--- src/rtl/lnk_alarm_pkg.sv ---
package lnk_alarm_pkg;
   // number of alarm bits carried at the bottom of the control byte
   localparam int ALM_W = 5;

   // packed so that the field order matches the control-byte bit positions
   typedef struct packed {
      logic lof;   // bit 4
      logic los;   // bit 3
      logic sdi;   // bit 2
      logic rai;   // bit 1
      logic rst;   // bit 0
   } alm_bits_t;

   typedef struct packed {
      logic sdi;   // bit 1
      logic rst;   // bit 0
   } cfg_bits_t;

   localparam int CFG_W = $bits(cfg_bits_t);
endpackage

--- src/rtl/lnk_alarm_cfg.sv ---
module lnk_alarm_cfg
   import lnk_alarm_pkg::*;
(
   input  logic      clk,
   input  logic      rst,
   input  logic      wr_en,
   input  cfg_bits_t wr_data,
   output cfg_bits_t cfg_q
);
   always_ff @(posedge clk) begin
      if (rst)        cfg_q <= '0;
      else if (wr_en) cfg_q <= wr_data;
   end
endmodule

--- src/rtl/lnk_alarm_loc.sv ---
module lnk_alarm_loc (
   input  logic clk,
   input  logic rst,
   input  logic los_in,
   input  logic lof_in,
   output logic los_q,
   output logic lof_q,
   output logic rai_q
);
   always_ff @(posedge clk) begin
      if (rst) begin
         los_q <= 1'b0;
         lof_q <= 1'b0;
         rai_q <= 1'b0;
      end else begin
         los_q <= los_in;
         lof_q <= lof_in;
         rai_q <= los_in | lof_in;
      end
   end
endmodule

--- src/rtl/lnk_alarm_rx.sv ---
module lnk_alarm_rx
   import lnk_alarm_pkg::*;
#(
   parameter int CW_W = 8
) (
   input  logic            clk,
   input  logic            rst,
   input  logic            is_master,
   input  logic [CW_W-1:0] rx_cw,
   input  logic            rx_vld,
   output alm_bits_t       rem_q,
   output logic            rst_req_q,
   output logic            rst_ack_q
);
   alm_bits_t rem_nxt;

   generate
      if (CW_W > ALM_W) begin : g_hi
         logic unused_hi;
         assign unused_hi = ^rx_cw[CW_W-1:ALM_W];
      end
   endgenerate

   always_comb begin
      rem_nxt = rx_vld ? alm_bits_t'(rx_cw[ALM_W-1:0]) : rem_q;
   end

   always_ff @(posedge clk) begin
      if (rst) begin
         rem_q     <= '0;
         rst_req_q <= 1'b0;
         rst_ack_q <= 1'b0;
      end else begin
         rem_q     <= rem_nxt;
         rst_req_q <= ~is_master & rem_nxt.rst;
         rst_ack_q <=  is_master & rem_nxt.rst;
      end
   end
endmodule

--- src/rtl/lnk_alarm_tx.sv ---
module lnk_alarm_tx
   import lnk_alarm_pkg::*;
#(
   parameter int CW_W = 8
) (
   input  logic            clk,
   input  logic            rst,
   input  logic            is_master,
   input  logic            los_in,
   input  logic            lof_in,
   input  logic            rst_req_in,
   input  logic            rst_ack_in,
   input  logic            sdi_req_in,
   input  cfg_bits_t       cfg_q,
   output logic [CW_W-1:0] tx_cw
);
   alm_bits_t       alm;
   logic [CW_W-1:0] cw_nxt;

   always_comb begin
      alm.rst = (is_master ? rst_req_in : rst_ack_in) | cfg_q.rst;
      alm.sdi = sdi_req_in | cfg_q.sdi;
      alm.los = los_in;
      alm.lof = lof_in;
      alm.rai = los_in | lof_in;
      cw_nxt  = '0;
      cw_nxt[ALM_W-1:0] = alm;
   end

   always_ff @(posedge clk) begin
      if (rst) tx_cw <= '0;
      else     tx_cw <= cw_nxt;
   end
endmodule

--- src/rtl/lnk_alarm_stat.sv ---
module lnk_alarm_stat
   import lnk_alarm_pkg::*;
#(
   parameter int CW_W           = 8,
   parameter int MASTER_CAPABLE = 1
) (
   input  logic            clk,
   input  logic            rst,
   input  logic            role_master,
   input  logic            los_in,
   input  logic            lof_in,
   input  logic [CW_W-1:0] rx_cw,
   input  logic            rx_cw_vld,
   input  logic            rst_req_in,
   input  logic            rst_ack_in,
   input  logic            sdi_req_in,
   input  logic            cfg_wr_en,
   input  logic [1:0]      cfg_wr_data,
   output logic [1:0]      cfg_rd_data,
   output logic            loc_los,
   output logic            loc_lof,
   output logic            loc_rai,
   output logic            rem_los,
   output logic            rem_lof,
   output logic            rem_rai,
   output logic            rem_sdi,
   output logic            rst_req_out,
   output logic            rst_ack_out,
   output logic            alarm_sum,
   output logic [CW_W-1:0] tx_cw
);
   logic      role_eff;
   cfg_bits_t cfg_q;
   alm_bits_t rem_q;

   generate
      if (CW_W < ALM_W) begin : g_bad_width
         $error("lnk_alarm_stat: CW_W must hold all alarm bits");
      end
      if (MASTER_CAPABLE != 0 && MASTER_CAPABLE != 1) begin : g_bad_opt
         $error("lnk_alarm_stat: MASTER_CAPABLE must be 0 or 1");
      end
      if (MASTER_CAPABLE == 1) begin : g_role_pin
         assign role_eff = role_master;
      end else begin : g_role_slave
         logic unused_role;
         assign unused_role = role_master;
         assign role_eff    = 1'b0;
      end
   endgenerate

   lnk_alarm_cfg u_cfg (
      .clk     (clk),
      .rst     (rst),
      .wr_en   (cfg_wr_en),
      .wr_data (cfg_bits_t'(cfg_wr_data)),
      .cfg_q   (cfg_q)
   );

   lnk_alarm_loc u_loc (
      .clk    (clk),
      .rst    (rst),
      .los_in (los_in),
      .lof_in (lof_in),
      .los_q  (loc_los),
      .lof_q  (loc_lof),
      .rai_q  (loc_rai)
   );

   lnk_alarm_rx #(.CW_W(CW_W)) u_rx (
      .clk       (clk),
      .rst       (rst),
      .is_master (role_eff),
      .rx_cw     (rx_cw),
      .rx_vld    (rx_cw_vld),
      .rem_q     (rem_q),
      .rst_req_q (rst_req_out),
      .rst_ack_q (rst_ack_out)
   );

   lnk_alarm_tx #(.CW_W(CW_W)) u_tx (
      .clk        (clk),
      .rst        (rst),
      .is_master  (role_eff),
      .los_in     (los_in),
      .lof_in     (lof_in),
      .rst_req_in (rst_req_in),
      .rst_ack_in (rst_ack_in),
      .sdi_req_in (sdi_req_in),
      .cfg_q      (cfg_q),
      .tx_cw      (tx_cw)
   );

   assign cfg_rd_data = cfg_q;
   assign rem_los     = rem_q.los;
   assign rem_lof     = rem_q.lof;
   assign rem_rai     = rem_q.rai;
   assign rem_sdi     = rem_q.sdi;

   always_ff @(posedge clk) begin
      if (rst) alarm_sum <= 1'b0;
      else     alarm_sum <= (|cfg_q) | (|rem_q) | loc_los | loc_lof | loc_rai;
   end
endmodule

--- config.mk ---
export PLATFORM = sky130hd
export DESIGN_NAME = lnk_alarm_stat
export DESIGN_NICKNAME = d
export VERILOG_FILES = /design/src/rtl/lnk_alarm_pkg.sv /design/src/rtl/lnk_alarm_cfg.sv /design/src/rtl/lnk_alarm_loc.sv /design/src/rtl/lnk_alarm_rx.sv /design/src/rtl/lnk_alarm_tx.sv /design/src/rtl/lnk_alarm_stat.sv
export SDC_FILE = /design/constraint.sdc
export NUM_CORES = 1
export LEC_CHECK = 0
export BUFFER_PORTS_ARGS = -buffer_cell sky130_fd_sc_hd__buf_4
export CELL_PAD_IN_SITES_DETAIL_PLACEMENT = 0
export CELL_PAD_IN_SITES_GLOBAL_PLACEMENT = 2
export CORE_MARGIN = 10
export CORE_UTILIZATION = 24
export DETAILED_ROUTE_END_ITERATION = 7
export PLACE_DENSITY = 0.91
export RECOVER_POWER = 100
export SYNTH_ARGS = -nofsm -noshare
export SYNTH_HDL_FRONTEND = slang
export SYNTH_HIERARCHICAL = 1
export SYNTH_SLANG_ARGS = --single-unit
--- constraint.sdc ---
create_clock -name clk -period 1.15 [get_ports clk]
set_input_delay 0.345 -clock clk [delete_from_list [all_inputs] [get_ports clk]]
set_output_delay 0.345 -clock clk [all_outputs]
set_load 0.02 [all_outputs]
==> results.json, run 1 <==
{
  "drtIter0Drc": 5,
  "min_period_ns": 1.12,
  "utilization_pct": 37.7,
  "clock_skew_ns": 0.00537,
  "die_x_um": 70.7,
  "cts_tree": "yes",
  "crit_end": "cfg_rd_data[1]",
  "synth_cells": 55,
  "slowest_delay_ns": 0.37,
  "worstPathMaxFanout": 4,
  "fin_nets": 113,
  "routed_via_density": 4.02,
  "critical_path_required_ns": 0.81,
  "r2r-end": "alarm_sum",
  "start_util_pct": 25.1,
  "reg2reg_slack_ns": 0.11,
  "fp.dieH_um": 70.7,
  "startpoint_type": "flop",
  "pwr-share-comb_pct": 19.0,
  "critical-path-top-delay-family": "flip-flops",
  "fmax_mhz": 894,
  "p_leak_nw": 0.447,
  "rows": 18,
  "r2r_cells": 3,
  "seq_area_frac_synth_pct": 58.4,
  "worstSetupPathType": "flop to output port",
  "first_pass_iters": 2,
  "synth_top_area_share_pct": 58.4,
  "cts.clk_slew.worst_paths_ns": 0.09,
  "die_area_um2": 5000,
  "drive_gt1_share_pct": 56.0,
  "clk_path_buf_depth": 2,
  "ios": 40,
  "overflow": 0,
  "vias": 487,
  "cts.sink_count": 18,
  "cp_slowest_cell": "dfxtp_2",
  "status": "finished, final reports clean",
  "setup_tns_ns": 0,
  "r2r-start": "u_cfg/cfg_q[1]",
  "routed_wl_mm": 1.56,
  "seqPwrFrac_pct": 56.6,
  "cp_cell_sequence": "buf_6",
  "avgSynthCellArea_um2": 11.2,
  "finalHoldViolations": 0,
  "pwr-share-clk_pct": 24.4,
  "grt_usage_pct": 6.12,
  "arrival_ns": 0.77,
  "synth_top_cell_by_area": "dfxtp_1",
  "synth_area_leaders": "dfxtp_1 (58%), mux2i_1 (11%), nor2_1 (7.3%), and2b_2 (5.7%), buf_4 (3.7%)",
  "maxCapViolCount": 0,
  "power_density_nw_per_um2": 1310,
  "period_share_pct": 97.2,
  "drcViolationCount": 0,
  "grt_pass1_vias": 537,
  "grt_pass1_wl_mm": 2.47,
  "core_area_um2": 2450,
  "setup_viol": 0,
  "ctsHtreeMaxLevel": 1,
  "power.switching_mw": 0.308,
  "avgRoutedWirePerCell_um": 12.9,
  "switching_share_pct": 25.5,
  "ant_nets": 0,
  "syn_to_final_growth_pct": 50.1,
  "clockRootBuffer": "clkbuf_4",
  "finalPower_mw": 1.21,
  "gp_congestion": 0.647,
  "synth_warnings": 6,
  "numPortBuffers": 33,
  "synth-seq-cells": 18,
  "vdd_ir_drop_max_uv": 474,
  "antenna_found_initial": 0,
  "p_int_mw": 0.901,
  "hold_class": "primary input to flop",
  "slew_violations": 0,
  "relSlewSlack_pct": 51.1,
  "insertion_delay_ns": 0.29,
  "end_kind": "output port",
  "grt_start_max_net_pins": 19,
  "critPathBufInv": 1,
  "synth.distinct_cells": 15,
  "syn_area_um2": 617,
  "crit_start": "u_cfg/cfg_q[1]",
  "cts_made_buffers": 3,
  "path_depth": 1,
  "holdBufCountCts": 0,
  "worstMarginPinSlew_ns": 0.734,
  "antenna_cells": 0,
  "grt_setup_unrepaired": "true"
}
cells in the mapped netlist (all sizes together):
| master | n |
|---|---|
| and2b | 4 |
| mux2i | 8 |
| o21ba | 1 |
| nor3 | 1 |
| inv | 1 |
| a31oi | 1 |
| nor2 | 12 |
| nor4 | 2 |
| conb | 1 |
| a21oi | 1 |
| nor3b | 1 |
| buf | 4 |
| dfxtp | 18 |
registers in the layout, summed over array words and instances, names as in the netlist:
signal          cells
u_rx/rst_req_q      1
u_rx/rem_q          5
u_loc/los_q         1
alarm_sum           1
u_cfg/cfg_q         2
u_tx/tx_cw          5
u_rx/rst_ack_q      1
u_loc/rai_q         1
u_loc/lof_q         1
cells in the final DEF (no fill, tap or decap), drive strengths merged:
master and n:
a21oi 1, a31oi 1, and2b 4, buf 29, clkbuf 9, conb 3
dfxtp 18, inv 1, mux2i 8, nor2 12, nor3 1, nor3b 1
nor4 2, o21ba 1
stage by stage:
step	setup slack [ns]	std cells	instance area, um^2	hold slack (ns)
2_1_floorplan	0.269	57	624	0.414
3_3_place_gp	0.193	116	876	0.483
3_5_place_dp	0.174	116	876	0.483
4_1_cts	0.000434	119	908	0.226
5_1_grt	-0.0125	121	926	0.219
6_report	0.0319	121	926	0.232
how the worst min path moves through the flow:
stage | start | endpoint | slack, ns | depth (start not counted)
2_1_floorplan | rst | u_tx/tx_cw[0] | 0.41 | 1
3_3_place_gp | u_cfg/cfg_q[0] | u_tx/tx_cw[0] | 0.48 | 2
3_5_place_dp | u_cfg/cfg_q[0] | u_tx/tx_cw[0] | 0.48 | 2
4_1_cts | role_master | u_rx/rst_req_q | 0.23 | 2
5_1_grt | role_master | u_rx/rst_req_q | 0.22 | 2
6_report | role_master | u_rx/rst_req_q | 0.23 | 2
area by class of cell:
cell class | instances | area, um^2
Inverter | 1 | 3.75
Multi-Input combinational cell | 34 | 226
Tap cell | 30 | 37.5
Sequential cell | 18 | 370
Timing Repair Buffer | 35 | 265
Clock buffer | 3 | 22.5
Fill cell | 268 | 1530
layer usage:
layer / global-route usage, % / vias up / wire, um
met2: 10.7 / 19 / 818
met5: 0 / - / 0
met1: 5.98 / 215 / 616
li1: - / 248 / -
met3: 0.976 / 5 / 63
met4: 5.81 / 0 / 57
power groups by stage:
| stage | logic (mW) | clock network (mW) | registers (mW) |
|---|---|---|---|
| after global routing | 0.248 | 0.339 | 0.691 |
| after floorplan | 0.0736 | 0 | 0.737 |
| after CTS | 0.229 | 0.306 | 0.683 |
| after detailed placement | 0.228 | 0 | 0.695 |
| final | 0.230 | 0.295 | 0.684 |
| after global placement | 0.224 | 0 | 0.694 |
logic make-up (layout without fill, tap and decap cells):
| logic type | after synthesis | in the layout | share of synthesized area (%) |
|---|---|---|---|
| simple gates | 20 | 20 | 17.8 |
| mux | 8 | 8 | 13.6 |
| other cells | 1 | 3 | 0.608 |
| buf+inv | 5 | 39 | 6.08 |
| flops | 18 | 18 | 58.4 |
| compound gates | 3 | 3 | 3.45 |
repair_timing:
| item | 4_1_cts | 5_1_grt |
|---|---|---|
| resized for setup | 6 | 8 |
| endpoints found under the setup margin | 5 | 8 |
| setup buffers | 0 | 2 |
No activity file was read; power rests on OpenSTA's default activity.
==> run 2: changes to the inputs <==
--- a/config.mk
+++ b/config.mk
@@ -8,10 +8,9 @@
 export BUFFER_PORTS_ARGS = -buffer_cell sky130_fd_sc_hd__buf_4
 export CELL_PAD_IN_SITES_DETAIL_PLACEMENT = 0
 export CELL_PAD_IN_SITES_GLOBAL_PLACEMENT = 2
-export CORE_MARGIN = 10
-export CORE_UTILIZATION = 24
+export CORE_UTILIZATION = 20
 export DETAILED_ROUTE_END_ITERATION = 7
-export PLACE_DENSITY = 0.91
+export PLACE_DENSITY = 0.82
 export RECOVER_POWER = 100
 export SYNTH_ARGS = -nofsm -noshare
 export SYNTH_HDL_FRONTEND = slang
==> constraint.sdc (replaced) <==
create_clock -name clk -period 1 [get_ports clk]
set_input_delay 0.3 -clock clk [delete_from_list [all_inputs] [get_ports clk]]
set_output_delay 0.3 -clock clk [all_outputs]
set_load 0.02 [all_outputs]
==> results.json, run 2 (same netlist as run 1, synthesis figures left out) <==
{
  "status": "finished, violations left",
  "failed_checks": "DRC, setup timing",
  "grt_setup_unrepaired": "true",
  "routed_via_density": 4.18,
  "worstSetupPathType": "flop to output port",
  "gp_congestion": 0.619,
  "hold_end": "u_rx/rst_req_q",
  "r2r-start": "u_cfg/cfg_q[0]",
  "cts_tree": "yes",
  "drtIter0Drc": 11,
  "power_density_nw_per_um2": 1390,
  "fmax_mhz": 938,
  "critical_path_required_ns": 0.70,
  "finalHoldViolations": 0,
  "cp_cell_sequence": "buf_6",
  "min_period_ns": 1.07,
  "critPathBufInv": 1,
  "syn_to_final_growth_pct": 71.8,
  "hold_class": "primary input to flop",
  "arrival_ns": 0.77,
  "r2r-end": "alarm_sum",
  "start_util_pct": 21.8,
  "die_area_um2": 3310,
  "n_fill_cell": 293,
  "clockRootBuffer": "clkbuf_4",
  "fp.dieH_um": 57.5,
  "mostFrequentLayoutCells": "buf_4 (18), buf_6 (18), dfxtp_2 (17), nor2_1 (12), mux2i_1 (8)",
  "hp-start": "role_master",
  "drive_gt1_share_pct": 67.0,
  "wl_met1_um": 616,
  "slew_violations": 0,
  "avgRoutedWirePerCell_um": 11.9,
  "grt_pass1_vias": 557,
  "rows": 19,
  "core_area_um2": 2830,
  "fin_nets": 119,
  "grt_start_max_net_pins": 19,
  "vias": 535,
  "slowest_delay_ns": 0.36,
  "numPortBuffers": 33,
  "wl_met2_um": 747,
  "fin_cells": 128,
  "routed_wl_mm": 1.52,
  "maxCapViolCount": 0,
  "maxUsedRoutingLayer": "met3",
  "antenna_found_initial": 0,
  "critical-path-top-delay-family": "flip-flops",
  "cts.sink_count": 18,
  "reg_top3": "u_rx/rem_q: 5 flops, u_tx/tx_cw: 5 flops, u_cfg/cfg_q: 2 flops",
  "worstPathMaxFanout": 2,
  "ctsHtreeMaxLevel": 1,
  "setup_viol": 17,
  "p_leak_nw": 0.500,
  "overflow": 0,
  "grt_pass1_wl_mm": 2.44,
  "multi_input_area_um2": 239,
  "antenna_cells": 0,
  "period_share_pct": 107,
  "first_pass_iters": 5,
  "clock_skew_ns": 0.00274,
  "cp_slowest_cell": "dfxtp_2",
  "startpoint_type": "flop",
  "vdd_ir_drop_max_uv": 845,
  "regArea_um2": 382,
  "reg2reg_slack_ns": 0.05,
  "wl_met3_um": 156,
  "dp_cells": 118,
  "die_x_um": 57.5,
  "worst_slack_ns": -0.0658,
  "utilization_pct": 37.5,
  "cts_made_buffers": 3,
  "clk_path_buf_depth": 2,
  "r2r_cells": 3,
  "hold_path_depth": 2,
  "grt_usage_pct": 9.85,
  "cts.clk_slew.worst_paths_ns": 0.10,
  "finalPower_mw": 1.48,
  "ant_nets": 0,
  "end_kind": "output port",
  "dp_hpwl_mm": 1.01,
  "ios": 40,
  "drcViolationCount": 3,
  "holdBufCountCts": 0,
  "insertion_delay_ns": 0.29,
  "setup_tns_ns": -0.737
}
## run 2: changes by cell type in the layout (fill, tap and decap cells not counted), sizes merged
cell	before	now
clkbuf	9	7
buf	29	37
## run 2: repair_timing
action,CTS,global route
setup endpoints to repair,17,18
gates resized for setup,35,3
buffers inserted,6,1
pin swaps,0,2
## run 2: worst max-delay path by stage
stage | from | to | cells past startpoint
after global placement | u_loc/lof_q | alarm_sum | 2
after global routing | u_rx/rem_q[4] | rem_lof | 1
after detailed placement | rx_cw_vld | u_rx/rst_ack_q | 3
after CTS | u_loc/rai_q | loc_rai | 1
final | u_rx/rem_q[2] | rem_sdi | 1
after floorplan | u_cfg/cfg_q[1] | alarm_sum | 2
## run 2: area by class of cell
| type | instances | area share [%] |
|---|---|---|
| clock buffer | 3 | 2.13 |
| inverter | 1 | 0.354 |
| multi-input combinational | 34 | 22.6 |
| sequential | 18 | 36.0 |
| timing repair buffer | 41 | 35.3 |
| tap | 31 | 3.66 |
## run 2: stage by stage
step	cell area, um^2	setup slack [ns]	hold WS [ns]
after global routing	1060	-0.112	0.170
after CTS	1060	-0.0695	0.171
after floorplan	624	0.129	0.369
final	1060	-0.0658	0.181
after detailed placement	897	0.0903	0.485
after global placement	897	0.102	0.481
## run 2: metal layers
layer,track usage (%),vias up
li1,-,263
met1,10.9,245
met2,17.1,27
met3,5.44,0
met4,1.05,0
met5,0,-
## run 2: where the power goes
part           internal (mW)  total, mW  switching (mW)
sequential             0.768      0.794          0.0261
clock                  0.140      0.357           0.217
combinational          0.180      0.325           0.145
==> run 3: changes to the inputs <==
--- a/config.mk
+++ b/config.mk
@@ -5,12 +5,13 @@
 export SDC_FILE = /design/constraint.sdc
 export NUM_CORES = 1
 export LEC_CHECK = 0
-export BUFFER_PORTS_ARGS = -buffer_cell sky130_fd_sc_hd__buf_4
 export CELL_PAD_IN_SITES_DETAIL_PLACEMENT = 0
 export CELL_PAD_IN_SITES_GLOBAL_PLACEMENT = 2
-export CORE_UTILIZATION = 20
+export CORE_UTILIZATION = 29
 export DETAILED_ROUTE_END_ITERATION = 7
-export PLACE_DENSITY = 0.82
+export DONT_BUFFER_PORTS = 1
+export GPL_TIMING_DRIVEN = 0
+export PLACE_DENSITY = 0.79
 export RECOVER_POWER = 100
 export SYNTH_ARGS = -nofsm -noshare
 export SYNTH_HDL_FRONTEND = slang
==> results.json, run 3 (same netlist as run 1, synthesis figures left out) <==
{
  "antenna_cells": 0,
  "dpl_cell_area_um2": 658,
  "clock_skew_ns": 0.000929,
  "die_area_um2": 2320,
  "regArea_um2": 422,
  "reg2reg_slack_ns": 0.09,
  "utilization_pct": 37.4,
  "rows": 16,
  "fin_nets": 82,
  "min_period_ns": 0.982,
  "finalHoldViolations": 0,
  "core_area_um2": 1980,
  "grt_start_max_net_pins": 19,
  "cts_made_buffers": 3,
  "numPortBuffers": 0,
  "arrival_ns": 0.68,
  "mostFrequentLayoutCells": "dfxtp_4 (16), nor2_1 (12), mux2i_1 (7), and2b_2 (4)",
  "ant_nets": 0,
  "grt_setup_unrepaired": "true",
  "stdcell_area_um2": 742,
  "hold_class": "primary input to flop",
  "whs_ns": 0.0698,
  "worstSetupPathType": "flop to output port",
  "routed_wl_mm": 1.07,
  "vias": 391,
  "n_fill_cell": 206,
  "antenna_found_initial": 0,
  "hold_end": "u_tx/tx_cw[0]",
  "ios": 40,
  "worstPathMaxFanout": 4,
  "grt_usage_pct": 9.46,
  "period_share_pct": 98.2,
  "end_kind": "output port",
  "finalPower_mw": 1.25,
  "r2r-start": "u_cfg/cfg_q[1]",
  "drcViolationCount": 0,
  "r2r_cells": 2,
  "multi_input_area_um2": 226,
  "reg_top3": "u_rx/rem_q: 5 flops, u_tx/tx_cw: 5 flops, u_cfg/cfg_q: 2 flops",
  "first_pass_iters": 4,
  "gp_congestion": 0.597,
  "fp.dieH_um": 48.1,
  "fmax_mhz": 1020,
  "grt_pass1_vias": 333,
  "vdd_ir_drop_max_uv": 784,
  "drive_gt1_share_pct": 51.7,
  "routed_via_density": 4.49,
  "final_common_cell": "dfxtp_4",
  "drtIter0Drc": 3,
  "grt_pass1_wl_mm": 1.43,
  "maxCapViolCount": 0,
  "cts_tree": "yes",
  "die_x_um": 48.1,
  "power_density_nw_per_um2": 1680,
  "slew_violations": 0,
  "startpoint_type": "flop",
  "p_leak_nw": 0.306,
  "ctsHtreeMaxLevel": 1,
  "post-cts-setup-buffer-count": 0,
  "path_depth": 0,
  "fin_cells": 87,
  "overflow": 0,
  "r2r-end": "alarm_sum",
  "start_util_pct": 31.1,
  "avgRoutedWirePerCell_um": 12.2,
  "setup_tns_ns": 0,
  "clockRootBuffer": "clkbuf_4",
  "clk_path_buf_depth": 2,
  "cts.sink_count": 18,
  "pre_cts_ws_ns": 0.0350,
  "holdBufCountCts": 0,
  "cts.clk_slew.worst_paths_ns": 0.09,
  "dp_cells": 84,
  "hold_path_depth": 1,
  "worst_slack_ns": 0.0183,
  "insertion_delay_ns": 0.28,
  "hp-start": "rst",
  "setup_viol": 0,
  "syn_to_final_growth_pct": 20.3,
  "status": "finished, final reports clean",
  "critical_path_required_ns": 0.70
}
run 3: cell types whose count changed in the layout (fill, tap and decap cells not counted), moves of 2 or more:
cell / delta
dfxtp_2: -16
buf_6: -17
buf_4: -15
clkbuf_1: -3
dfxtp_4: +16
nor4_1: +2
run 3: where the power goes:
group | internal, mW | total (mW) | switching, mW
Combinational | 0.0537 | 0.0920 | 0.0383
Clock | 0.140 | 0.332 | 0.192
Sequential | 0.746 | 0.823 | 0.0768
run 3: worst max path at each step:
stage	from	to	slack, ns
finish	u_cfg/cfg_q[0]	cfg_rd_data[0]	0.02
global route	u_cfg/cfg_q[0]	cfg_rd_data[0]	-0.02
global placement	u_loc/lof_q	alarm_sum	0.03
detailed placement	u_cfg/cfg_q[0]	alarm_sum	0.04
CTS	u_cfg/cfg_q[0]	cfg_rd_data[0]	-0.004
floorplan	u_cfg/cfg_q[1]	alarm_sum	0.13
run 3: cell type report:
class / instances / area share, %
multi-input combinational: 34 / 30.5
inverter: 1 / 0.506
buffer: 4 / 4.55
tap: 27 / 4.55
clock buffer: 3 / 3.04
sequential: 18 / 56.8
run 3: what timing repair did:
| item | in CTS | in global routing |
|---|---|---|
| endpoints found under the hold margin | 0 | 0 |
| resized for setup | 25 | 8 |
| endpoints found under the setup margin | 17 | 16 |
run 3: layer usage:
metal / GRT usage [%] / vias to the layer above / wire length [um]
li1: - / 189 / -
met1: 10.0 / 175 / 437
met2: 15.7 / 27 / 499
met3: 6.67 / 0 / 128
met4: 1.67 / 0 / 0
met5: 0 / - / 0
